`src/rtl/synth_pkg.sv`:
```
package synth_pkg;
  typedef enum logic [1:0] {RATE_BASE, RATE_QUARTER, RATE_SLOW} rate_e;

  function automatic rate_e tx_rate_of(input logic [1:0] sel);
    case (sel)
      2'b00:   return RATE_BASE;
      2'b01:   return RATE_QUARTER;
      2'b10:   return RATE_QUARTER;
      default: return RATE_SLOW;
    endcase
  endfunction

  function automatic rate_e rx_rate_of(input logic [1:0] sel);
    case (sel)
      2'b00:   return RATE_BASE;
      2'b01:   return RATE_QUARTER;
      2'b10:   return RATE_SLOW;
      default: return RATE_QUARTER;
    endcase
  endfunction
endpackage

```
`src/rtl/prog_divider.sv`:
```
module prog_divider #(
  parameter int W         = 14,
  parameter int MIN_RATIO = 16
) (
  input  logic         clk,
  input  logic         rst_n,
  input  logic         en,
  input  logic [W-1:0] ratio_i,
  output logic         tick_o
);
  localparam logic [W-1:0] MINV = W'(MIN_RATIO);

  logic [W-1:0] cnt, cur;
  logic [W-1:0] ratio_c;

  assign ratio_c = (ratio_i < MINV) ? MINV : ratio_i;

  always_ff @(posedge clk) begin
    if (!rst_n) begin
      cnt    <= W'(1);
      cur    <= ratio_c;
      tick_o <= 1'b0;
    end else begin
      tick_o <= 1'b0;
      if (en) begin
        if (cnt >= cur) begin
          cnt    <= W'(1);
          cur    <= ratio_c;
          tick_o <= 1'b1;
        end else begin
          cnt <= cnt + W'(1);
        end
      end
    end
  end

  // the minimum ratio keeps ticks apart
  p_tick_spacing_r2: assert property (@(posedge clk) disable iff (!rst_n)
    tick_o |=> !tick_o);

  // the working ratio moves only together with a terminal tick
  p_reload_at_terminal_r5: assert property (@(posedge clk) disable iff (!rst_n)
    !$stable(cur) |-> tick_o);
endmodule

```
`src/rtl/rate_prescaler.sv`:
```
module rate_prescaler #(
  parameter int DIV_Q     = 4,
  parameter int DIV_STAGE = 5,
  parameter int N_STAGES  = 2
) (
  input  logic clk,
  input  logic rst_n,
  input  logic base_tick,
  output logic quarter_tick,
  output logic slow_tick
);
  localparam int QW = $clog2(DIV_Q);
  localparam int SW = $clog2(DIV_STAGE);

  logic [QW-1:0] q_cnt;
  logic [N_STAGES:0] carry;

  assign quarter_tick = base_tick && (q_cnt == QW'(DIV_Q - 1));

  always_ff @(posedge clk) begin
    if (!rst_n)          q_cnt <= '0;
    else if (base_tick)  q_cnt <= quarter_tick ? '0 : q_cnt + QW'(1);
  end

  assign carry[0] = base_tick;

  for (genvar s = 0; s < N_STAGES; s++) begin : g_stage
    logic [SW-1:0] s_cnt;
    assign carry[s+1] = carry[s] && (s_cnt == SW'(DIV_STAGE - 1));
    always_ff @(posedge clk) begin
      if (!rst_n)         s_cnt <= '0;
      else if (carry[s])  s_cnt <= carry[s+1] ? '0 : s_cnt + SW'(1);
    end
  end

  assign slow_tick = carry[N_STAGES];
endmodule

```
`src/rtl/phase_detector.sv`:
```
module phase_detector (
  input  logic clk,
  input  logic rst_n,
  input  logic ref_tick,
  input  logic vco_tick,
  output logic drv_hi,
  output logic drv_lo,
  output logic pair_o
);
  logic ref_q, vco_q;

  always_ff @(posedge clk) begin
    if (!rst_n) begin
      ref_q <= 1'b0;
      vco_q <= 1'b0;
    end else if (ref_q && vco_q) begin
      ref_q <= 1'b0;
      vco_q <= 1'b0;
    end else begin
      if (ref_tick) ref_q <= 1'b1;
      if (vco_tick) vco_q <= 1'b1;
    end
  end

  assign drv_hi = ref_q && !vco_q;
  assign drv_lo = vco_q && !ref_q;
  assign pair_o = ref_q && vco_q;

  // a low drive starts only after a feedback tick
  p_lo_from_vco_r6: assert property (@(posedge clk) disable iff (!rst_n)
    $rose(drv_lo) |-> $past(vco_tick));

  // a high drive starts only after a comparison tick
  p_hi_from_ref_r6: assert property (@(posedge clk) disable iff (!rst_n)
    $rose(drv_hi) |-> $past(ref_tick));
endmodule

```
`src/rtl/lock_monitor.sv`:
```
module lock_monitor #(
  parameter int LOCK_CYCLES = 4,
  parameter int WIDE_LIMIT  = 2
) (
  input  logic clk,
  input  logic rst_n,
  input  logic pulse_on,
  input  logic pair_set,
  output logic lock_n
);
  localparam int GW = $clog2(LOCK_CYCLES + 1);
  localparam int WW = $clog2(WIDE_LIMIT + 1);

  logic [GW-1:0] good;
  logic [WW-1:0] wcnt;
  logic          locked;
  logic          wide;

  assign wide = pulse_on && (wcnt >= WW'(WIDE_LIMIT - 1));

  always_ff @(posedge clk) begin
    if (!rst_n) begin
      good   <= '0;
      wcnt   <= '0;
      locked <= 1'b0;
    end else if (wide) begin
      good   <= '0;
      wcnt   <= WW'(WIDE_LIMIT);
      locked <= 1'b0;
    end else if (pair_set) begin
      wcnt <= '0;
      if (wcnt < WW'(WIDE_LIMIT)) begin
        if (good >= GW'(LOCK_CYCLES - 1)) begin
          good   <= GW'(LOCK_CYCLES);
          locked <= 1'b1;
        end else begin
          good <= good + GW'(1);
        end
      end
    end else if (pulse_on) begin
      wcnt <= wcnt + WW'(1);
    end
  end

  assign lock_n = !locked;

  // a pulse reaching the width limit drops lock on the next edge
  p_wide_drops_lock_r9: assert property (@(posedge clk) disable iff (!rst_n)
    wide |=> lock_n);

  // lock is declared only at the close of a comparison
  p_lock_after_clean_r8: assert property (@(posedge clk) disable iff (!rst_n)
    $fell(lock_n) |-> $past(pair_set));
endmodule

```
`src/rtl/synth_core.sv`:
```
module synth_core #(
  parameter int REF_W       = 12,
  parameter int CH_W        = 14,
  parameter int MIN_RATIO   = 16,
  parameter int DIV_Q       = 4,
  parameter int DIV_STAGE   = 5,
  parameter int LOCK_CYCLES = 4,
  parameter int WIDE_LIMIT  = 2
) (
  input  logic            clk,
  input  logic            rst_n,
  input  logic [REF_W-1:0] ref_ratio,
  input  logic [CH_W-1:0] rx_ratio,
  input  logic [CH_W-1:0] tx_ratio,
  input  logic [1:0]      rate_sel,
  input  logic            rx_fb_en,
  input  logic            tx_fb_en,
  output logic            tx_cmp_tick,
  output logic            rx_cmp_tick,
  output logic            tx_div_tick,
  output logic            rx_div_tick,
  output logic            tx_drv_hi,
  output logic            tx_drv_lo,
  output logic            rx_drv_hi,
  output logic            rx_drv_lo,
  output logic            lock_n
);
  import synth_pkg::*;

  localparam int N_LOOP = 2;   // index 0 transmit, 1 receive

  logic base_tick, quarter_tick, slow_tick;
  logic [N_LOOP-1:0] fb_en, cmp_tick, div_tick, drv_hi, drv_lo, pair_set;
  logic [CH_W-1:0]   ch_ratio [N_LOOP];
  logic              rx_pair_unused;

  assign fb_en       = {rx_fb_en, tx_fb_en};
  assign ch_ratio[0] = tx_ratio;
  assign ch_ratio[1] = rx_ratio;

  prog_divider #(.W(REF_W), .MIN_RATIO(MIN_RATIO)) u_ref_div (
    .clk(clk), .rst_n(rst_n), .en(1'b1), .ratio_i(ref_ratio), .tick_o(base_tick));

  rate_prescaler #(.DIV_Q(DIV_Q), .DIV_STAGE(DIV_STAGE), .N_STAGES(2)) u_pre (
    .clk(clk), .rst_n(rst_n), .base_tick(base_tick),
    .quarter_tick(quarter_tick), .slow_tick(slow_tick));

  for (genvar g = 0; g < N_LOOP; g++) begin : g_loop
    rate_e pick;
    always_comb begin
      pick = (g == 0) ? tx_rate_of(rate_sel) : rx_rate_of(rate_sel);
      case (pick)
        RATE_BASE:    cmp_tick[g] = base_tick;
        RATE_QUARTER: cmp_tick[g] = quarter_tick;
        default:      cmp_tick[g] = slow_tick;
      endcase
    end

    prog_divider #(.W(CH_W), .MIN_RATIO(MIN_RATIO)) u_ch_div (
      .clk(clk), .rst_n(rst_n), .en(fb_en[g]), .ratio_i(ch_ratio[g]),
      .tick_o(div_tick[g]));

    phase_detector u_pd (
      .clk(clk), .rst_n(rst_n), .ref_tick(cmp_tick[g]), .vco_tick(div_tick[g]),
      .drv_hi(drv_hi[g]), .drv_lo(drv_lo[g]), .pair_o(pair_set[g]));
  end

  assign rx_pair_unused = pair_set[1];

  lock_monitor #(.LOCK_CYCLES(LOCK_CYCLES), .WIDE_LIMIT(WIDE_LIMIT)) u_lock (
    .clk(clk), .rst_n(rst_n), .pulse_on(drv_hi[0] | drv_lo[0]),
    .pair_set(pair_set[0]), .lock_n(lock_n));

  assign tx_cmp_tick = cmp_tick[0];
  assign rx_cmp_tick = cmp_tick[1];
  assign tx_div_tick = div_tick[0];
  assign rx_div_tick = div_tick[1];
  assign tx_drv_hi   = drv_hi[0];
  assign tx_drv_lo   = drv_lo[0];
  assign rx_drv_hi   = drv_hi[1];
  assign rx_drv_lo   = drv_lo[1];
endmodule

```
`config.mk`:
```
export PLATFORM = sky130hd
export DESIGN_NAME = synth_core
export DESIGN_NICKNAME = d
export VERILOG_FILES = /design/src/rtl/synth_pkg.sv /design/src/rtl/prog_divider.sv /design/src/rtl/rate_prescaler.sv /design/src/rtl/phase_detector.sv /design/src/rtl/lock_monitor.sv /design/src/rtl/synth_core.sv
export SDC_FILE = /design/constraint.sdc
export NUM_CORES = 1
export LEC_CHECK = 0
export BUFFER_PORTS_ARGS = -buffer_cell sky130_fd_sc_hd__buf_2
export CAP_MARGIN = 15
export CORE_ASPECT_RATIO = 2
export CORE_MARGIN = 2
export CORE_UTILIZATION = 50
export CTS_BUF_LIST = sky130_fd_sc_hd__clkbuf_16
export CTS_CLUSTER_SIZE = 8
export DETAILED_ROUTE_END_ITERATION = 8
export PLACE_DENSITY = 0.69
export SLEW_MARGIN = 10
export SYNTH_ARGS = -nofsm -noshare
export SYNTH_HDL_FRONTEND = slang
export SYNTH_SLANG_ARGS = --single-unit
```
`constraint.sdc`:
```
create_clock -name clk -period 2.5 [get_ports clk]
set_input_delay 0.5 -clock clk [delete_from_list [all_inputs] [get_ports clk]]
set_output_delay 0.5 -clock clk [all_outputs]
set_load 0.02 [all_outputs]
```
==> results.sh <==
export IMPL_status="finished clean"
export IMPL_fillCellCount=913
export IMPL_rows=52
export IMPL_yosys_warnings=0
export IMPL_grt_use_met1_pct=19.3
export IMPL_crit_slowest_cell="a211o_1"
export IMPL_globalplace_congestion=0.836
export IMPL_num_antenna_cells=0
export IMPL_grt_overflow=0
export IMPL_syn_nets=660
export IMPL_cts_resized_gates=0
export IMPL_final_util_pct=57.6
export IMPL_synth_largest_area_cell="dfxtp_1"
export IMPL_synth_top_cell_area_share_pct=23.3
export IMPL_cts_tree="done"
export IMPL_fin_tns_setup_ns=0
export IMPL_die_x_um=76.4
export IMPL_wl_per_cell_um=13.8
export IMPL_hold_class="in2reg"
export IMPL_worst_slew_pin_slew_ns=0.788
export IMPL_end_kind="flip-flop"
export IMPL_crit_chain="inv_1 > ha_1 > and4_2 > nor4b_1 > a211o_1"
export IMPL_cts_setup_buffers=0
export IMPL_finalClockSkew_ns=0.00913
export IMPL_io_buffers=54
export IMPL_leakage_nw=2.63
export IMPL_die_area_um2=11400
export IMPL_grt_pass1_vias=4036
export IMPL_max_freq_ghz=0.420
export IMPL_dr_total_vias=3862
export IMPL_synthFlopType="dfxtp_1"
export IMPL_vdd_drop_max_mv=0.377
export IMPL_syn_cell_area_um2=5240
export IMPL_wirelength_um=10100
export IMPL_synth_edf_count=40
export IMPL_fin_nets=697
export IMPL_first_iter_violations=205
export IMPL_initial_core_util_pct=51.7
export IMPL_grt_pass1_wl_um=17500
export IMPL_period_share_pct=95.3
export IMPL_grt_max_degree=40
export IMPL_hold_buffers=0
export IMPL_setup_violations=0
export IMPL_slew_headroom_pct=47.4
export IMPL_power_density_nw_per_um2=558
export IMPL_required_ns=2.47
export IMPL_grt_use_met3_pct=3.27
export IMPL_clockRootBuffer="clkbuf_16"
export IMPL_viasPerCell=5.28
export IMPL_synth_cells=555
export IMPL_syn_to_final_growth_pct=11.6
export IMPL_drive_gt1_share_pct=13.1
export IMPL_synth_area_per_cell_um2=9.45
export IMPL_numCtsBuffers=9
export IMPL_synth_commonest_cells="dfxtp_1, inv_1, ha_1, nor2_1"
export IMPL_finalHoldViolCount=0
export IMPL_regArea_um2=2420
export IMPL_grt_antenna_before_repair=0
export IMPL_ys_top_cells_by_area="dfxtp_1, edfxtp_1, ha_1, inv_1, nor3_1"
export IMPL_slew_violations=0
export IMPL_core_um2=10100
export IMPL_p_total_mw=3.26
export IMPL_rsz0062_at_grt="false"
export IMPL_crit_type="reg2reg"
export IMPL_clkSinkCount=101
export IMPL_hold_ws_ns=0.345
export IMPL_multi_input_area_um2=2440
export IMPL_ant_nets=0
export IMPL_clock_path_buffers=2
export IMPL_clkTransAtPathRegs_ns=0.07
export IMPL_seq_area_frac_synth_pct=46.2
export IMPL_grt_busiest_layer="met2"
export IMPL_ys_types=38
export IMPL_fin_crit_ns=2.38
export IMPL_grt_use_met2_pct=37.5
export IMPL_async_flop_share_pct=0
export IMPL_max_stage_delay_ns=0.71
export IMPL_drv_cap=0
export IMPL_grt_usage_pct=19.1
export IMPL_io_pins=55
export IMPL_dr_pass1_iters=4
export IMPL_drc=0
export IMPL_h_tree_depth=3
export IMPL_crit_arrival_ns=2.36
export IMPL_insertion_delay_ns=0.34
export IMPL_synth_seq_cells=101
export IMPL_dp_hpwl_um=7650
export IMPL_die_h_um=149
export IMPL_crit_fanout=22
export IMPL_critPathLaunchType="flip-flop"
cell usage in the layout (no fill, tap or decap), drive strengths merged, types with 3 or more instances in the layout:
cell type | synthesis | layout
nand2 | 40 | 40
xnor2 | 15 | 15
nor2 | 43 | 43
nand2b | 10 | 10
nor4 | 10 | 10
nand3 | 18 | 18
nor2b | 5 | 5
ha | 59 | 59
edfxtp | 40 | 40
a211o | 3 | 3
buf | 4 | 61
clkinv | 0 | 4
a21oi | 30 | 30
inv | 61 | 64
nand4 | 9 | 9
and3 | 11 | 11
nor3 | 34 | 34
xor2 | 19 | 19
and4 | 4 | 4
o21ai | 11 | 11
dfxtp | 61 | 61
and2 | 14 | 14
a21o | 6 | 6
clkbuf | 31 | 9
per-layer routing:
metal	wire length, µm	share of wire (%)
met2	5790	57
met4	217	2.2
met3	303	3.0
met1	3770	37
met5	0	0
critical path: cells and delay by family (launching register included):
| family | cells | cell delay [ns] |
|---|---|---|
| AND/OR/NAND/NOR | 2 | 0.59 |
| adder cells (fa/ha/maj) | 1 | 0.32 |
| AO/OA/AOI/OAI | 1 | 0.71 |
| flip-flops | 1 | 0.34 |
| buffers and inverters | 1 | 0.06 |
cell type report:
class | instances | share of cell area, %
multi-input combinational | 358 | 41.8
sequential | 101 | 41.4
timing repair buffer | 61 | 5.52
inverter | 61 | 3.91
clock buffer | 9 | 3.85
tap | 135 | 2.89
clock inverter | 7 | 0.642
path summary, 6_finish.rpt:
path         cells after the start                            start                              to  slack [ns]
max                              5  u_ref_div.cur[10]$_SDFFCE_PN0P_  u_ref_div.cur[1]$_SDFFCE_PN0P_        0.12
min                              1                     ref_ratio[6]  u_ref_div.cur[6]$_SDFFCE_PN0P_        0.34
max reg2reg                      5  u_ref_div.cur[10]$_SDFFCE_PN0P_  u_ref_div.cur[1]$_SDFFCE_PN0P_        0.12
min reg2reg                      1      u_ref_div.cnt[0]$_SDFF_PP1_     u_ref_div.cnt[0]$_SDFF_PP1_        0.45
through the flow:
| stage | setup slack (ns) | instance area [µm²] | instances |
|---|---|---|---|
| global route | 0.0248 | 5850 | 732 |
| floorplan | 0.265 | 5240 | 555 |
| CTS | 0.137 | 5850 | 732 |
| global placement | 0.246 | 5590 | 716 |
| finish | 0.118 | 5850 | 732 |
| detailed placement | 0.151 | 5590 | 716 |
registers in the layout (all words and copies together), names as in the netlist:
signal                  cells
u_ref_div.cnt              12
g_loop.u_pd.ref_q           2
u_lock.wcnt                 2
g_loop.u_pd.vco_q           2
u_pre.q_cnt                 2
u_ref_div.cur              12
g_loop.u_ch_div.cur        28
u_lock.locked               1
u_ref_div.tick_o            1
u_pre.g_stage.s_cnt         6
g_loop.u_ch_div.tick_o      2
u_lock.good                 3
g_loop.u_ch_div.cnt        28
report_power, final:
group	internal [mW]	switching, mW
logic	0.0986	0.123
clock network	0.663	0.582
registers	1.77	0.0284
total	2.53	0.733
logic make-up after synthesis:
logic type	synth area share (%)
xor+xnor	5.68
mux	0.382
fa+ha+maj	14.1
buf+inv	7.16
compound gates	7.06
simple gates	19.4
flops	46.2
Note: power is estimated with default switching activity, not from simulation.
